[config.mk]
export PLATFORM = sky130hd
export DESIGN_NAME = dram_refresh_seq
export DESIGN_NICKNAME = d
export VERILOG_FILES = /design/src/rtl/dram_refresh_pkg.sv /design/src/rtl/refr_timer.sv /design/src/rtl/refr_pending.sv /design/src/rtl/dram_refresh_seq.sv
export SDC_FILE = /design/constraint.sdc
export NUM_CORES = 1
export LEC_CHECK = 0
export ABC_AREA = 0
export BUFFER_PORTS_ARGS = -buffer_cell sky130_fd_sc_hd__buf_2
export CORE_UTILIZATION = 40
export CTS_BUF_LIST = sky130_fd_sc_hd__clkbuf_8 sky130_fd_sc_hd__clkbuf_16
export DETAILED_ROUTE_END_ITERATION = 8
export GPL_TIMING_DRIVEN = 0
export PLACE_DENSITY = 0.53
export RECOVER_POWER = 100
export SYNTH_ARGS = -nofsm -noshare
export SYNTH_HDL_FRONTEND = slang
export SYNTH_HIERARCHICAL = 1
export SYNTH_SLANG_ARGS = --single-unit
export TNS_END_PERCENT = 30
[constraint.sdc]
create_clock -name clk -period 3.6 [get_ports clk]
set_input_delay 0.36 -clock clk [delete_from_list [all_inputs] [get_ports clk]]
set_output_delay 0.36 -clock clk [all_outputs]
set_load 0.01 [all_outputs]
[src/rtl/dram_refresh_pkg.sv]
package dram_refresh_pkg;
  typedef enum logic [1:0] {
    PH_PAUSE = 2'd0,
    PH_WARM  = 2'd1,
    PH_RUN   = 2'd2
  } seq_phase_e;
endpackage

[src/rtl/refr_timer.sv]
module refr_timer #(
  parameter int TW = 16
) (
  input  logic          clk,
  input  logic          rst,
  input  logic          run,
  input  logic [TW-1:0] last,
  output logic          expire
);
  logic [TW-1:0] cnt_q;

  assign expire = run && (cnt_q == last);

  always_ff @(posedge clk) begin
    if (rst || !run || expire) cnt_q <= '0;
    else                       cnt_q <= cnt_q + TW'(1);
  end

  assert_timer_bound_R5: assert property (@(posedge clk) disable iff (rst)
    run |-> (cnt_q <= last));
endmodule

[src/rtl/refr_pending.sv]
module refr_pending #(
  parameter int PEND_MAX = 8
) (
  input  logic clk,
  input  logic rst,
  input  logic tick,
  input  logic take,
  output logic owed,
  output logic overrun
);
  localparam int PW = $clog2(PEND_MAX + 1);
  localparam logic [PW-1:0] MAXV = PW'(PEND_MAX);

  logic [PW-1:0] cnt_q, cnt_d;
  logic          dec;

  assign dec  = take && (cnt_q != '0);
  assign owed = (cnt_q != '0);

  always_comb begin
    cnt_d = cnt_q;
    if (tick && !dec)      cnt_d = (cnt_q == MAXV) ? cnt_q : cnt_q + PW'(1);
    else if (!tick && dec) cnt_d = cnt_q - PW'(1);
  end

  always_ff @(posedge clk) begin
    if (rst) begin
      cnt_q   <= '0;
      overrun <= 1'b0;
    end else begin
      cnt_q   <= cnt_d;
      overrun <= overrun | (cnt_d == MAXV);
    end
  end

  assert_no_overflow_R7: assert property (@(posedge clk) disable iff (rst)
    cnt_q <= MAXV);
  assert_overrun_sticky_R8: assert property (@(posedge clk) disable iff (rst)
    overrun |=> overrun);
  assert_tick_take_balance_R9: assert property (@(posedge clk) disable iff (rst)
    (tick && take && owed) |=> $stable(cnt_q));
endmodule

[src/rtl/dram_refresh_seq.sv]
module dram_refresh_seq #(
  parameter int PAUSE_CYCLES   = 20000,
  parameter int INIT_REFRESHES = 8,
  parameter int INTERVAL_CYCLES = 1560,
  parameter int PEND_MAX       = 8
) (
  input  logic clk,
  input  logic rst,
  input  logic refresh_done,
  output logic refresh_req,
  output logic mem_ready,
  output logic refresh_overrun
);
  import dram_refresh_pkg::*;

  localparam int TMAX = (PAUSE_CYCLES > INTERVAL_CYCLES) ? PAUSE_CYCLES : INTERVAL_CYCLES;
  localparam int TW   = $clog2(TMAX + 1);
  localparam int IW   = $clog2(INIT_REFRESHES + 1);
  localparam logic [TW-1:0] PAUSE_LAST = TW'(PAUSE_CYCLES - 1);
  localparam logic [TW-1:0] IVL_LAST   = TW'(INTERVAL_CYCLES - 1);
  localparam logic [IW-1:0] WARM_LAST  = IW'(INIT_REFRESHES - 1);

  seq_phase_e    phase_q;
  logic [IW-1:0] warm_q;
  logic          tmr_run, tmr_exp, hs, owed;

  assign tmr_run     = (phase_q == PH_PAUSE) || (phase_q == PH_RUN);
  assign hs          = refresh_req && refresh_done;
  assign mem_ready   = (phase_q == PH_RUN);
  assign refresh_req = (phase_q == PH_WARM) || ((phase_q == PH_RUN) && owed);

  refr_timer #(.TW(TW)) u_timer (
    .clk    (clk),
    .rst    (rst),
    .run    (tmr_run),
    .last   ((phase_q == PH_PAUSE) ? PAUSE_LAST : IVL_LAST),
    .expire (tmr_exp)
  );

  refr_pending #(.PEND_MAX(PEND_MAX)) u_pending (
    .clk     (clk),
    .rst     (rst),
    .tick    (tmr_exp && (phase_q == PH_RUN)),
    .take    (hs && (phase_q == PH_RUN)),
    .owed    (owed),
    .overrun (refresh_overrun)
  );

  always_ff @(posedge clk) begin
    if (rst) begin
      phase_q <= PH_PAUSE;
      warm_q  <= '0;
    end else begin
      unique case (phase_q)
        PH_PAUSE: if (tmr_exp) phase_q <= PH_WARM;
        PH_WARM: if (hs) begin
          if (warm_q == WARM_LAST) phase_q <= PH_RUN;
          else                     warm_q  <= warm_q + IW'(1);
        end
        default: phase_q <= PH_RUN;
      endcase
    end
  end

  assert_quiet_pause_R2: assert property (@(posedge clk) disable iff (rst)
    (phase_q == PH_PAUSE) |-> !refresh_req);
  assert_ready_after_warm_R3: assert property (@(posedge clk) disable iff (rst)
    $rose(mem_ready) |-> $past(refresh_req && refresh_done));
  assert_ready_sticky_R11: assert property (@(posedge clk) disable iff (rst)
    mem_ready |=> mem_ready);
endmodule

# == Word level (Yosys, flattened, before mapping) ==
# Index checks and enable logic that the tools add are counted.
# classes
div_mod_pow,0
mux,8
n_eq_ne,9
addsub,4
magnitude_cmp,0
shifts,0
multipliers,0
n_reduce_logical,19
n_bitwise,2
# ops
cell,n
"15-bit by 1-bit adder with 15-bit output, second input constant",1
15-bit equality test,1
15-bit 2-to-1 mux,1
4-bit 2-to-1 mux,3
"4-bit by 1-bit adder with 4-bit output, second input constant",2
"4-bit equality test, second input constant",2
1-bit logical AND,8
2-bit 2-to-1 mux,3
3-bit AND reduction,2
"4-bit by 3-bit equality test with 1-bit output, second input constant",1
1-bit logical OR,4
"2-bit inequality test, second input constant",2
2-bit one-hot mux with 2 select lines,1
4-bit nonzero test,1
"4-bit by 1-bit subtractor with 4-bit output, second input constant",1
1-bit logical NOT,3
"2-bit by 1-bit equality test with 1-bit output, second input constant",1
"2-bit equality test, second input constant",1
2-bit logical NOT,1
"2-bit by 1-bit inequality test with 1-bit output, second input constant",1
1-bit inverter,1
1-bit bitwise OR,1
# totals
in_bits,3
romBits,0
reg_bits,26
ramBits,0
output_inout_bits,3
latchBits,0
mem_count,0

# == Depth between registers and ports, before layout ==
# logic_depth
depth_word,11
depth_mapped,12
mapped_depth_nobuf,10

# == Hierarchy ==
# Netlist, hierarchy kept.
# by_module_without_submodules
module,cells_each,seq_area_each_um2,area_per_inst_um2,instances
refr_timer,93,300.3,867.1,1
refr_pending,46,100.1,389.1,1
dram_refresh_seq,39,120.1,329.1,1

# == Worst setup path after synthesis ==
# No wires, ideal clock.
# synth_path
kind,reg-to-reg
start,reg phase_q[0]
end,reg u_pending.overrun
stages_incl_launch_ff,13
path_slack_ps,1118
period_less_slack_ps,2482
t_arrival_ps,2365
setup_time_ps,117
required_ps,3483
cell_sequence,dfxtp_1 nor2_1 xnor2_1 nand4_1 nor4_4 buf_6 and2_1 buf_2 inv_1 and4_1 a2bb2oi_1 a21oi_2 a32o_1
# synth_via
elab_chain_len,11
# synth_rtl
item,line_no,source
"start, declared",dram_refresh_seq.sv:23,seq_phase_e phase_q;
"start signal, assigned",dram_refresh_seq.sv:51,phase_q <= PH_PAUSE;
"start signal, assigned",dram_refresh_seq.sv:55,PH_PAUSE: if (tmr_exp) phase_q <= PH_WARM;
"start signal, assigned",dram_refresh_seq.sv:57,if (warm_q == WARM_LAST) phase_q <= PH_RUN;
2-bit logical NOT,"dram_refresh_seq.sv:27, dram_refresh_seq.sv:36",
15-bit 2-to-1 mux,dram_refresh_seq.sv:36,".last ((phase_q == PH_PAUSE) ? PAUSE_LAST : IVL_LAST),"
15-bit equality test,refr_timer.sv:12,assign expire = run && (cnt_q == last);
1-bit logical AND *,refr_timer.sv:12,
net tmr_exp,dram_refresh_seq.sv:25,"logic tmr_run, tmr_exp, hs, owed;"
1-bit logical AND *,dram_refresh_seq.sv:43,".tick (tmr_exp && (phase_q == PH_RUN)),"
1-bit logical NOT,refr_pending.sv:23,else if (!tick && dec) cnt_d = cnt_q - PW'(1);
1-bit logical AND,refr_pending.sv:23,
4-bit 2-to-1 mux,refr_pending.sv:23,
4-bit 2-to-1 mux *,refr_pending.sv:22,if (tick && !dec) cnt_d = (cnt_q == MAXV) ? cnt_q : cnt_q + PW'(1);
4-bit equality test *,refr_pending.sv:32,overrun <= overrun | (cnt_d == MAXV);
1-bit bitwise OR *,refr_pending.sv:32,
"end signal, assigned",refr_pending.sv:32,
"end, declared",refr_pending.sv:9,output logic overrun
# The timed path passes the listed nets; every way through them passes the cells marked *.
# A chain may end at the register's enable or synchronous reset.

# == Worst setup path after layout ==
# layout_path
start,reg phase_q[1]
end,reg u_pending.overrun
# Same word-level chain as after synthesis.

==> impl_metrics.csv <==
group,metric,value,unit
layout,final_cell_mix,"26 x dfxtp_1, 26 x xnor2_1, 18 x nor3_1",
detailed_routing,viasPerCell,5.11,
sta,fin_setup_tns,0,ns
sta,hold_viol,0,
clocking,path_clk_slew,0.09,ns
power_and_ir_drop,vdd_drop_max,136,µV
layout,drive_above_1_share,8.67,%
setup_path,reg2reg_depth,12,
grt,grt_pass1_wl,5530,µm
sta,finalCriticalPeriod,3.05,ns
detailed_routing,drc_errors,0,
layout,antenna_cells,0,
sta,final_max_slew_viol_count,0,
clocking,cts-buffers-inserted,3,
job,maxCapViolCount,0,
place,io_buffers,5,
setup_path,cp-end-kind,"register",
setup_path,cp_num_cells,12,
power_and_ir_drop,powerDensity,279,nW/µm²
setup_path,worstReg2RegEnd,"u_pending/overrun",
layout,area_growth,9.00,%
power_and_ir_drop,power.leakage,0.613,nW
layout,register_area,520,µm²
layout,final_core_util,46.2,%
setup_path,r2r_start,"phase_q[1]",
layout,num-fill-cells,385,
detailed_routing,drtIter0Drc,84,
layout,fin_nets,205,
yosys,ys_seq_elements,26,
setup_path,cp-endpoint,"u_pending/overrun",
setup_path,start_kind,"register",
setup_path,crit_buf_inv,3,
clocking,ctsLongestPathBuffers,2,
grt,grt_pass1_vias,1225,
yosys,synthFlopType,"dfxtp_1",
place,dp_hpwl,2290,µm
yosys,synth_area_per_cell,8.91,µm²
floorplan,num_rows,22,
sta,setup_viol_count_final,0,
sta,fin_ws,0.552,ns
clocking,post_cts_buffers,0,
grt,antenna_found_initial,0,
clocking,hold_buffers,0,
clocking,cts_root_buffer,"clkbuf_8",
grt,overflow,0,
place,place_area,1710,µm²
detailed_routing,ant_nets,0,
clocking,cts_num_sinks,26,
sta,max_freq,0.328,GHz
sta,rsz0062_at_grt,"no",
clocking,worstSkewPairLatency,0.26,ns
setup_path,r2r_setup_slack,0.55,ns
floorplan,die_area,4220,µm²
setup_path,slowest_delay,0.45,ns
detailed_routing,dr.pass1.iters,4,
worst_hold_path,hold_start,"rst",
floorplan,die_width,65.0,µm
worst_hold_path,hold_class,"in -> reg",
sta,fin_skew,0.00398,ns
setup_path,crit_type,"reg -> reg",
place,gp_congestion,0.779,
yosys,ys_seq_area_share,32.8,%
clocking,cts_tree,"yes",
layout,final_area,1730,µm²
yosys,synthesis.area,1590,µm²
detailed_routing,routed-via-count,1247,
setup_path,worstPathRequired,3.76,ns
grt,track_usage,16.8,%
floorplan,die_height,65.0,µm
setup_path,worstPathMaxFanout,11,
clocking,post_cts_resized,0,
setup_path,slowest_stage,"nor4_4",
floorplan,start_util,42.3,%
yosys,yosysWarnings,6,
setup_path,arrival,3.21,ns
setup_path,crit_family,"simple AND/OR/NAND/NOR gates",
sta,layout_worst_path_cycle_share,84.7,%
grt,grt_max_degree,14,
floorplan,fp.coreArea,3740,µm²
setup_path,path_cells,"nor2_1 -> xnor2_1 -> nand4_1 -> nor4_4 -> buf_6 -> and2_1 -> clkbuf_1 -> inv_1 -> and4_1 -> a2bb2oi_1 -> a21oi_1 -> a32o_1",
floorplan,ios,6,
yosys,postSynth.asyncResetShare,0,%
yosys,synthCells,178,
yosys,synth-edff-count,0,
sta,whs,0.410,ns
detailed_routing,wl_per_cell,12.5,µm
setup_path,worstSetupStartpoint,"phase_q[1]",
yosys,yosysUniqueCellTypes,47,
run_status,status,"finished clean",
detailed_routing,wl,3050,µm
clocking,htree_levels,1,
place,place_ws,0.746,ns
layout,multi_input_area,1010,µm²
## synth_stat cells (2+ instances only)
library cell | number | area (µm²)
nor2b_1 | 2 | 12.5
and4b_1 | 2 | 20.0
a21oi_1 | 4 | 20.0
nor3b_1 | 2 | 15.0
ha_1 | 4 | 50.1
nand2b_1 | 4 | 25.0
mux2i_1 | 3 | 30.0
and2_1 | 2 | 12.5
nand2_1 | 8 | 30.0
nor2_1 | 12 | 45.0
xnor2_1 | 26 | 228
nor4_2 | 2 | 25.0
and2b_2 | 2 | 17.5
and3_1 | 4 | 25.0
xor2_1 | 3 | 26.3
buf_6 | 2 | 22.5
inv_1 | 10 | 37.5
nand3_1 | 5 | 25.0
nand4_1 | 9 | 56.3
o21ai_0 | 2 | 10.0
conb_1 | 2 | 7.51
nor3_1 | 18 | 90.1
dfxtp_1 | 26 | 521
## worst min-delay path by stage
stage                                    end  slack, ns  cells past startpoint
after floorplan           u_pending/cnt_q[3]       0.43                      1
after global placement     u_pending/overrun       0.46                      1
after detailed placement           warm_q[1]       0.50                      2
after CTS                 u_pending/cnt_q[3]       0.40                      2
after global routing               warm_q[2]       0.42                      2
final                     u_pending/cnt_q[0]       0.41                      2
## power breakdown
part	switching, mW	internal, mW
Clock	0.0861	0.0748
Combinational	0.0143	0.0115
Sequential	0.00496	0.290
Total	0.105	0.376
## kinds of logic (layout without fill, tap and decap cells)
kind of cell	after synthesis	in the layout	share of synthesized area, %
and+or+nand+nor	80	80	31.3
adders and majority gates	4	4	3.16
xor gates and xnor gates	29	29	16.0
muxes	4	4	2.60
AOI/OAI and AO/OA	18	18	8.84
buffers and inverters	15	23	4.81
other	2	12	0.474
DFF	26	26	32.8
## metal layers
layer,up-vias,track usage [%],wire length (µm)
met5,-,0,0
met4,0,6.67,22
met3,2,1.58,68
met2,13,28.6,1480
met1,580,21.5,1480
li1,652,-,-
## area by class of cell
cell class,count,share of cell area [%]
sequential,26,30.1
tap,48,3.48
inverter,10,2.17
buffer,5,2.17
multi-input combinational,147,58.3
timing repair buffer,5,1.38
clock buffer,3,2.39
## per-stage QoR
step	cells	power (mW)
after floorplan	188	0.320
after global placement	241	0.327
after detailed placement	241	0.328
after CTS	244	0.491
after global routing	244	0.510
final	244	0.482
## registers in the layout, indices dropped and copies added, names as in the netlist
signal and cells:
u_pending/cnt_q 4, phase_q 2, warm_q 4, u_pending/overrun 1
u_timer/cnt_q 15
Power figures use the tool's default switching activity.
